### src/rtl/tval_pkg.sv
package tval_pkg;

    // Which port, if any, updates the register in a given cycle.
    typedef enum logic [1:0] {
        SRC_NONE = 2'd0,
        SRC_SW   = 2'd1,
        SRC_HW   = 2'd2
    } tval_src_e;

    // Hardware capture outranks software write.
    function automatic tval_src_e pick_source(input logic hw_en, input logic sw_en);
        if (hw_en)      return SRC_HW;
        else if (sw_en) return SRC_SW;
        else            return SRC_NONE;
    endfunction

endpackage

### src/rtl/tval_hw_encode.sv
module tval_hw_encode #(
    parameter int XLEN   = 64,
    parameter int VASIZE = 39
) (
    input  logic [XLEN-1:0] addr,
    output logic [VASIZE:0] enc
);
    localparam int UPW = XLEN - VASIZE;

    typedef struct packed {
        logic              ext;
        logic [VASIZE-1:0] low;
    } enc_t;

    logic    sign_bit;
    logic    upper_ok;
    enc_t    packed_val;

    always_comb begin
        sign_bit       = addr[VASIZE-1];
        upper_ok       = (addr[XLEN-1:VASIZE] == {UPW{sign_bit}});
        packed_val.low = addr[VASIZE-1:0];
        packed_val.ext = upper_ok ? sign_bit : ~sign_bit;
        enc            = packed_val;
    end
endmodule

### src/rtl/tval_sw_encode.sv
module tval_sw_encode #(
    parameter int VASIZE = 39
) (
    input  logic [VASIZE-1:0] low_data,
    output logic [VASIZE:0]   enc
);
    typedef struct packed {
        logic              ext;
        logic [VASIZE-1:0] low;
    } enc_t;

    enc_t packed_val;

    always_comb begin
        packed_val.low = low_data;
        packed_val.ext = low_data[VASIZE-1];
        enc            = packed_val;
    end
endmodule

### src/rtl/tval_store.sv
module tval_store
    import tval_pkg::*;
#(
    parameter int W = 40
) (
    input  logic         clk,
    input  logic         rst,
    input  tval_src_e    src,
    input  logic [W-1:0] hw_val,
    input  logic [W-1:0] sw_val,
    output logic [W-1:0] q
);
    always_ff @(posedge clk) begin
        if (rst) begin
            q <= '0;
        end else begin
            unique case (src)
                SRC_HW:  q <= hw_val;
                SRC_SW:  q <= sw_val;
                default: q <= q;
            endcase
        end
    end
endmodule

### src/rtl/tval_reg.sv
module tval_reg
    import tval_pkg::*;
#(
    parameter int XLEN      = 64,
    parameter int VASIZE    = 39,
    parameter bit FULL_XLEN = 1'b0
) (
    input  logic            clk,
    input  logic            rst,
    input  logic            hw_capture_en,
    input  logic [XLEN-1:0] hw_capture_addr,
    input  logic            sw_write_en,
    input  logic [XLEN-1:0] sw_write_data,
    output logic [XLEN-1:0] rd_value
);
    localparam int STW = FULL_XLEN ? XLEN : VASIZE + 1;
    localparam int UPW = XLEN - VASIZE;

    tval_src_e src;
    assign src = pick_source(hw_capture_en, sw_write_en);

    generate
        if (FULL_XLEN) begin : g_full
            logic [XLEN-1:0] q;
            tval_store #(.W(XLEN)) u_store (
                .clk    (clk),
                .rst    (rst),
                .src    (src),
                .hw_val (hw_capture_addr),
                .sw_val (sw_write_data),
                .q      (q)
            );
            assign rd_value = q;
        end else begin : g_comp
            logic [STW-1:0] hw_enc;
            logic [STW-1:0] sw_enc;
            logic [STW-1:0] q;
            logic           unused_sw_upper;

            assign unused_sw_upper = ^sw_write_data[XLEN-1:VASIZE];

            tval_hw_encode #(.XLEN(XLEN), .VASIZE(VASIZE)) u_hw_enc (
                .addr (hw_capture_addr),
                .enc  (hw_enc)
            );
            tval_sw_encode #(.VASIZE(VASIZE)) u_sw_enc (
                .low_data (sw_write_data[VASIZE-1:0]),
                .enc      (sw_enc)
            );
            tval_store #(.W(STW)) u_store (
                .clk    (clk),
                .rst    (rst),
                .src    (src),
                .hw_val (hw_enc),
                .sw_val (sw_enc),
                .q      (q)
            );
            assign rd_value = {{(UPW-1){q[STW-1]}}, q};
        end
    endgenerate
endmodule

### config.mk
export PLATFORM = sky130hd
export DESIGN_NAME = tval_reg
export DESIGN_NICKNAME = d
export VERILOG_FILES = /design/src/rtl/tval_pkg.sv /design/src/rtl/tval_hw_encode.sv /design/src/rtl/tval_sw_encode.sv /design/src/rtl/tval_store.sv /design/src/rtl/tval_reg.sv
export SDC_FILE = /design/constraint.sdc
export NUM_CORES = 1
export LEC_CHECK = 0
export ABC_CLOCK_PERIOD_IN_PS = 3000
export BUFFER_PORTS_ARGS = -buffer_cell sky130_fd_sc_hd__buf_2
export CORE_UTILIZATION = 44
export DETAILED_ROUTE_END_ITERATION = 10
export PLACE_DENSITY_LB_ADDON = 0.05
export SLEW_MARGIN = 20
export SYNTH_ARGS = -nofsm -noshare
export SYNTH_HDL_FRONTEND = slang
export SYNTH_HIERARCHICAL = 1
export SYNTH_SLANG_ARGS = --single-unit
export TNS_END_PERCENT = 1
### constraint.sdc
create_clock -name clk -period 3 [get_ports clk]
set_input_delay 0.75 -clock clk [delete_from_list [all_inputs] [get_ports clk]]
set_output_delay 0.75 -clock clk [all_outputs]
set_load 0.005 [all_outputs]
After elaboration in Yosys (flattened, before gate mapping)
Index checks and enable logic that the tools add are counted.

storage, ports and cells
  bits in registers = 40
  bits in latches = 0
  RAM bits = 0
  memory bits (read-only) = 0
  input bits = 132
  output and inout bits = 64
  logic and storage cells = 10
  memories kept = 0

operators by class
  add/sub/neg operators = 0
  multipliers = 0
  divide/modulo/power cells = 0
  magnitude comparators = 0
  eq/ne operators = 3
  shift operators = 0
  mux-type cells = 4
  bitwise gates (word level) = 1
  reductions and logical operators = 1

operators with widths
  operator              number
  $pmux W40 S2          1
  $eq A25 B25 Y1        1
  $eq A2 B1 Y1 const B  1
  $eq A2 B2 Y1 const B  1
  $mux W1               2
  $mux W2               1
  $reduce_bool A2 Y1    1
  $not A1 Y1            1

Logic depth before layout (Yosys ltp)
Gate-level depths: netlist of the first run.

  depth after elaboration = 4
  depth in mapped cells = 6
  mapped depth without buffers = 6

Hierarchy
The synthesis of the first run kept the hierarchy.

by module, submodules not included
  module          instances  cells each  area an instance (µm²)
  tval_store      1          180         1908.1
  tval_hw_encode  1          66          440.4
  tval_sw_encode  1          40          300.3
  tval_reg        1          25          193.9

Worst setup path before layout of the first run
Ideal clock, no wire load.

  kind = input to register
  start point = input port hw_capture_addr[45]
  end point = register g_comp.u_store.q[39]
  setup time = 0.086 ns
  data arrival time = 1.984 ns
  setup slack = 0.931 ns
  cell stages on the path = 6
  buffers on the path = 0
  cells stage by stage = nand4_1 -> or3_1 -> a222oi_1 -> mux2i_1 -> mux2i_1 -> a211oi_1

between the ends
  longest elaborated chain between the ends = 3

ends and longest elaborated chain
  what                   RTL line              text
  start, declared        tval_reg.sv:11        input logic [XLEN-1:0] hw_capture_addr,
  $eq A25 B25 Y1         tval_hw_encode.sv:21  upper_ok = (addr[XLEN-1:VASIZE] == {UPW{sign_bit}});
  $mux W1                tval_hw_encode.sv:23  packed_val.ext = upper_ok ? sign_bit : ~sign_bit;
  net g_comp.hw_enc[39]  tval_reg.sv:35        logic [STW-1:0] hw_enc;
  $pmux W40 S2           tval_store.sv:17      unique case (src)
  end signal, assigned   tval_store.sv:18      SRC_HW: q <= hw_val;
  end signal, assigned   tval_store.sv:19      SRC_SW: q <= sw_val;
  end signal, assigned   tval_store.sv:20      default: q <= q;
  end, declared          tval_store.sv:11      output logic [W-1:0] q

The timed path passes the listed nets, and every way through them passes these cells.
A chain may end at the register's enable or synchronous reset.

Worst setup path in the final report of the first run
  start point = input port hw_capture_addr[38]
  end point = register g_comp.u_store.q[39]

between the ends
  longest elaborated chain between the ends = 3
  elaborated cells on any way between the ends = 4
  classes of those cells = 1 x eq/ne; 2 x mux; 1 x bitwise

ends and longest elaborated chain
  what                                                 RTL line
  $eq A25 B25 Y1 / $not A1 Y1 (equally long branches)  tval_hw_encode.sv:21, tval_hw_encode.sv:23
  $mux W1 *                                            tval_hw_encode.sv:23
  net g_comp.hw_enc[39]                                tval_reg.sv:35
  $pmux W40 S2 *                                       tval_store.sv:17

Mark *: on every way through the listed nets, which the timed path passes. The rest lies on a longest branch.

==> results of run 1 <==
-- per-stage QoR --
| step | instance area, um2 | power, mW | setup slack, ns | utilization, % | hold WS [ns] |
|---|---|---|---|---|---|
| detailed placement | 2910 | 0.975 | 0.634 | 48.0 | 0.497 |
| global route | 2990 | 1.38 | 0.793 | 49.3 | 0.533 |
| CTS | 2990 | 1.31 | 0.911 | 49.3 | 0.511 |
| floorplan | 2840 | 0.914 | 0.931 | - | 0.502 |
| global placement | 2910 | 0.971 | 0.656 | 48.0 | 0.495 |
| finish | 2990 | 1.28 | 0.911 | 49.3 | 0.507 |
-- cells in the mapped netlist --
master and instances:
nor2b_4 1, nor2_1 3, inv_1 3, mux2i_1 41, buf_4 103, nor4_1 3, buf_6 1, nor2b_1 40
nor3_1 3, nand4_1 3, nand3_1 6, clkbuf_1 12, ha_1 1, buf_12 4, dfxtp_1 40, a222oi_1 1
or3_1 3, a211oi_1 40, nand2_1 3
-- layer usage --
metal	GRT usage [%]	wire length [um]	vias up
met5	0	0	-
met4	4.04	23	0
met3	4.40	424	2
met2	28.8	2590	81
met1	18.0	2370	920
li1	-	-	1090
-- critical path, cell delays in order --
cell and delay [ns]:
buf_2 0.16, nand3_1 0.08, or3_1 0.31, a222oi_1 0.42
mux2i_1 0.24, mux2i_1 0.10, a211oi_1 0.22
-- kinds of logic after synthesis --
group	synth area share (%)
buffers and inverters	32.4
AOI/OAI and AO/OA	10.9
muxes	14.4
DFF	28.2
adders and majority gates	0.440
and+or+nand+nor	13.6
-- cell type report --
class | instances | share of cell area (%)
Multi-Input combinational cell | 148 | 37.6
Timing Repair Buffer | 174 | 29.5
Sequential cell | 40 | 26.8
Tap cell | 75 | 3.14
Clock buffer | 6 | 2.43
Inverter | 3 | 0.377
Clock inverter | 1 | 0.168
-- power by group --
| group | switching (mW) | internal (mW) | total (mW) |
|---|---|---|---|
| registers | 0.0300 | 0.586 | 0.616 |
| clock network | 0.170 | 0.158 | 0.328 |
| logic | 0.157 | 0.184 | 0.341 |
-- worst max path at each step --
| stage | slack [ns] | start | end | cells after the start |
|---|---|---|---|---|
| 2_1_floorplan | 0.93 | hw_capture_addr[45] | g_comp.u_store/q[39] | 6 |
| 3_3_place_gp | 0.66 | hw_capture_addr[38] | g_comp.u_store/q[39] | 7 |
| 3_5_place_dp | 0.63 | hw_capture_addr[38] | g_comp.u_store/q[39] | 7 |
| 4_1_cts | 0.91 | hw_capture_addr[38] | g_comp.u_store/q[39] | 7 |
| 5_1_grt | 0.79 | hw_capture_addr[38] | g_comp.u_store/q[39] | 7 |
| 6_report | 0.91 | hw_capture_addr[38] | g_comp.u_store/q[39] | 7 |
==> impl_metrics.toml, run 1 <==
[cts]
ctsResizeCount = 0
cts_setup_buffers = 0
cts_tree = "yes"
insertion_delay_ns = 0.27
cts-buffers-inserted = 5
cts_root_buf = "clkbuf_8"
path_clk_slew_ns = 0.07
cts_max_level = 2
hold_buffers = 0
cts.sinks = 40
cts_buffer_depth = 2

[die]
start_util_pct = 46.9
ios = 196
fp-row-count = 28
core-area_mm2 = 0.00606
die_x_um = 82.4
dieArea_mm2 = 0.00679
die_h_um = 82.4

[final_layout]
fillers = 623
reg_top3 = "g_comp.u_store/q x40"
antenna_cells = 0
regMostFlops = "g_comp.u_store/q"
multi_input_area_mm2 = 0.00112
layout-drive-gt1-share_pct = 48.9
synthToLayoutAreaGrowth_pct = 5.11
layout_common_cells = "buf_2 (170), mux2i_1 (41), nor2b_1 (40), a211oi_1 (40), dfxtp_1 (40)"
layout_commonest_cell = "buf_2"
largest_register_ffs = 40
final_cells = 447
num-nets-final = 505
area.sequential_um2 = 801

[place]
port_buffers = 170
gp_congestion = 0.728
dp_cells = 440
dpl.hpwl_um = 4000

[detailed_routing]
drt_iter0_drc = 43
drt_wl_total_um = 5400
first_pass_iters = 4
ant_nets = 0
drc = 0
vias = 2093
post_drt_via_cell_ratio = 4.68
drt-wirelength-per-cell_um = 12.1

[min_path]
hold_path.class = "reg -> reg"
worstHoldEndpoint = "g_comp.u_store/q[32]"
hp-start = "g_comp.u_store/q[32]"
whs_path_depth = 2

[timing]
rsz0062_at_grt = "false"
maxSlewViolCount = 0
hold_violations = 0
fin_skew_ns = 0
setup_tns_ns = 0
tightestPinTransition_ns = 0.777
max_freq_ghz = 0.479
min_period_ns = 2.09
finalCritPeriodShare_pct = 69.6
relSlewSlack_pct = 48.2
setup_viol = 0

[worst_setup_path]
crit_arrival_ns = 2.28
r2r_start = "g_comp.u_store/q[39]"
required_ns = 3.19
criticalPathCategory = "in -> reg"
path_max_fanout = 8
endpoint_kind = "flop"
r2r_setup_slack_ns = 1.94
crit_path_start_kind = "input pin"
ff2ff_path_depth = 2
rr_endpoint = "g_comp.u_store/q[39]"

[global_route]
grt_pass1_vias = 1896
grt_max_degree = 41
grtUsageTotal_pct = 15.8
overflow = 0
grt_pass1_wl_um = 8250
grt_antenna_before_repair = 0

[yosys]
syn_avg_cell_area_um2 = 9.14
yosysSeqAreaShare_pct = 28.2
syn-cell-area_mm2 = 0.00284
yosysUniqueCellTypes = 19
synthCells = 311
synth_warnings = 6
syn-num-nets = 444
netlist.top_cell.by_area = "dfxtp_1"
ys_ff_latch = 40
synth_top_area_share_pct = 28.2
synthTopCellsByArea = "dfxtp_1 (28%), buf_4 (27%), mux2i_1 (14%), a211oi_1 (11%), nor2b_1 (8.8%)"

[power_and_ir_drop]
p_leak_nw = 1.43
pwr_density_cell_mw_per_mm2 = 430
ir_worst_vdd_uv = 218

[job]
max-cap-violations = 0

[run_status]
status = "finished, final reports clean"
Power figures use the tool's default switching activity.
==> inputs of run 2 (changes only) <==
--- a/config.mk
+++ b/config.mk
@@ -5,9 +5,9 @@
 export SDC_FILE = /design/constraint.sdc
 export NUM_CORES = 1
 export LEC_CHECK = 0
-export ABC_CLOCK_PERIOD_IN_PS = 3000
+export ABC_CLOCK_PERIOD_IN_PS = 1800
 export BUFFER_PORTS_ARGS = -buffer_cell sky130_fd_sc_hd__buf_2
-export CORE_UTILIZATION = 44
+export CORE_UTILIZATION = 38
 export DETAILED_ROUTE_END_ITERATION = 10
 export PLACE_DENSITY_LB_ADDON = 0.05
 export SLEW_MARGIN = 20
==> constraint.sdc (replaced) <==
create_clock -name clk -period 1.8 [get_ports clk]
set_input_delay 0.45 -clock clk [delete_from_list [all_inputs] [get_ports clk]]
set_output_delay 0.45 -clock clk [all_outputs]
set_load 0.005 [all_outputs]
==> run 2 against run 1 <==
Combinational power rose by 75%. Critical endpoint unchanged. Sequential power rose by 67%. Critical path type unchanged. Hold slack got worse by 0.019 ns. Die area rose by 15%. Global-route usage fell by 1.6 points. Largest power group unchanged. Cell count rose by 6.5%. Clock skew did not move. Sequential cell count did not move.
==> impl_metrics.toml, run 2 (synthesis gave the netlist of run 1 again) <==
[run_status]
status = "finished, final reports clean"

[detailed_routing]
drt_iter0_drc = 33
drc = 0
ant_nets = 0
drt_wl_total_um = 5500
vias = 2117
first_pass_iters = 4
drt-wirelength-per-cell_um = 11.5
post_drt_via_cell_ratio = 4.45

[power_and_ir_drop]
ir_worst_vdd_uv = 293
totalPowerFinal_mw = 2.24
p_leak_nw = 1.47
pwr_density_cell_mw_per_mm2 = 719

[final_layout]
stdcell_area_mm2 = 0.00312
reg_top3 = "g_comp.u_store/q x40"
regMostFlops = "g_comp.u_store/q"
layout-drive-gt1-share_pct = 49.9
layout_common_cells = "buf_2 (170), mux2i_1 (41), nor2b_1 (40), a211oi_1 (40), dfxtp_1 (39)"
antenna_cells = 0
num-nets-final = 509
layout_commonest_cell = "buf_2"
largest_register_ffs = 40
synthToLayoutAreaGrowth_pct = 9.60
fin_util_pct = 43.0

[global_route]
grt_antenna_before_repair = 0
grtUsageTotal_pct = 14.2
grt_max_degree = 41
overflow = 0
grt_pass1_wl_um = 8540
grt_pass1_vias = 1903

[timing]
rsz0062_at_grt = "true"
finalCritPeriodShare_pct = 96.3
fin_skew_ns = 0
maxSlewViolCount = 0
min_period_ns = 1.73
setup_viol = 0
max_freq_ghz = 0.577
hold_violations = 0
tightestPinTransition_ns = 0.363
relSlewSlack_pct = 75.8
fin_ws_ns = 0.0658
setup_tns_ns = 0

[die]
ios = 196
start_util_pct = 39.2
die_h_um = 88.5
die_x_um = 88.5
core-area_mm2 = 0.00725
fp-row-count = 31
dieArea_mm2 = 0.00783

[job]
max-cap-violations = 0

[cts]
insertion_delay_ns = 0.29
cts-buffers-inserted = 5
cts.sinks = 40
cts_max_level = 2
cts_buffer_depth = 2
cts_tree = "yes"
cts_root_buf = "clkbuf_8"
cts_setup_buffers = 0
path_clk_slew_ns = 0.08

[worst_setup_path]
crit_path_start_kind = "input pin"
endpoint_kind = "flop"
path_max_fanout = 7
criticalPathCategory = "in -> reg"
crit_start = "hw_capture_addr[38]"
r2r_start = "g_comp.u_store/q[39]"
required_ns = 2.00
crit_arrival_ns = 1.93

[place]
dpl-instance-area_mm2 = 0.00302
dpl.hpwl_um = 4120
gp_congestion = 0.657
port_buffers = 170
place_ws_ns = -0.243

[min_path]
hold_path.class = "in -> reg"
hp-start = "hw_capture_addr[23]"
==> run 2: layout make-up <==
type,count,area (um2)
sequential,40,802
multi-input combinational,148,1120
inverter,3,11.3
timing repair buffer,178,961
clock buffer,7,86.3
tap,99,124
fill,762,4140
clock inverter,1,7.51
==> run 2: worst paths after layout <==
path,endpoint,slack (ns),cells past startpoint
setup / recovery,g_comp.u_store/q[39],0.07,7
hold / removal,g_comp.u_store/q[23],0.49,3
setup reg to reg,g_comp.u_store/q[39],0.94,2
hold reg to reg,g_comp.u_store/q[27],0.51,2
==> run 2: worst max-delay path, cell delays in order <==
cell      delay (ns)
buf_2           0.15
nand3_1         0.08
or3_1           0.31
a222oi_1        0.41
mux2i_1         0.23
mux2i_1         0.09
a211oi_1        0.21
==> run 2: per-stage QoR <==
step	cells	hold WS [ns]
2_1_floorplan	311	0.502
3_3_place_gp	468	0.495
3_5_place_dp	468	0.497
4_1_cts	476	0.483
5_1_grt	476	0.486
6_report	476	0.488
==> run 2: per-layer routing <==
metal  share of wire, %  up-vias  GRT usage, %
met5                  0        -             0
met4               0.35        0          3.96
met3                8.0        2          4.66
met2                 47      106          24.8
met1                 45      917          16.7
li1                   -     1092             -
==> run 2: what timing repair did <==
action / 4_1_cts / 5_1_grt
hold buffers: 0 / 0
resized for setup: 0 / 1
setup endpoints to repair: 0 / 26
==> run 2: power breakdown <==
part           internal (mW)  switching [mW]  leakage, nW
clock                  0.311           0.305       0.0445
combinational          0.328           0.268         1.09
sequential             0.977          0.0496        0.333
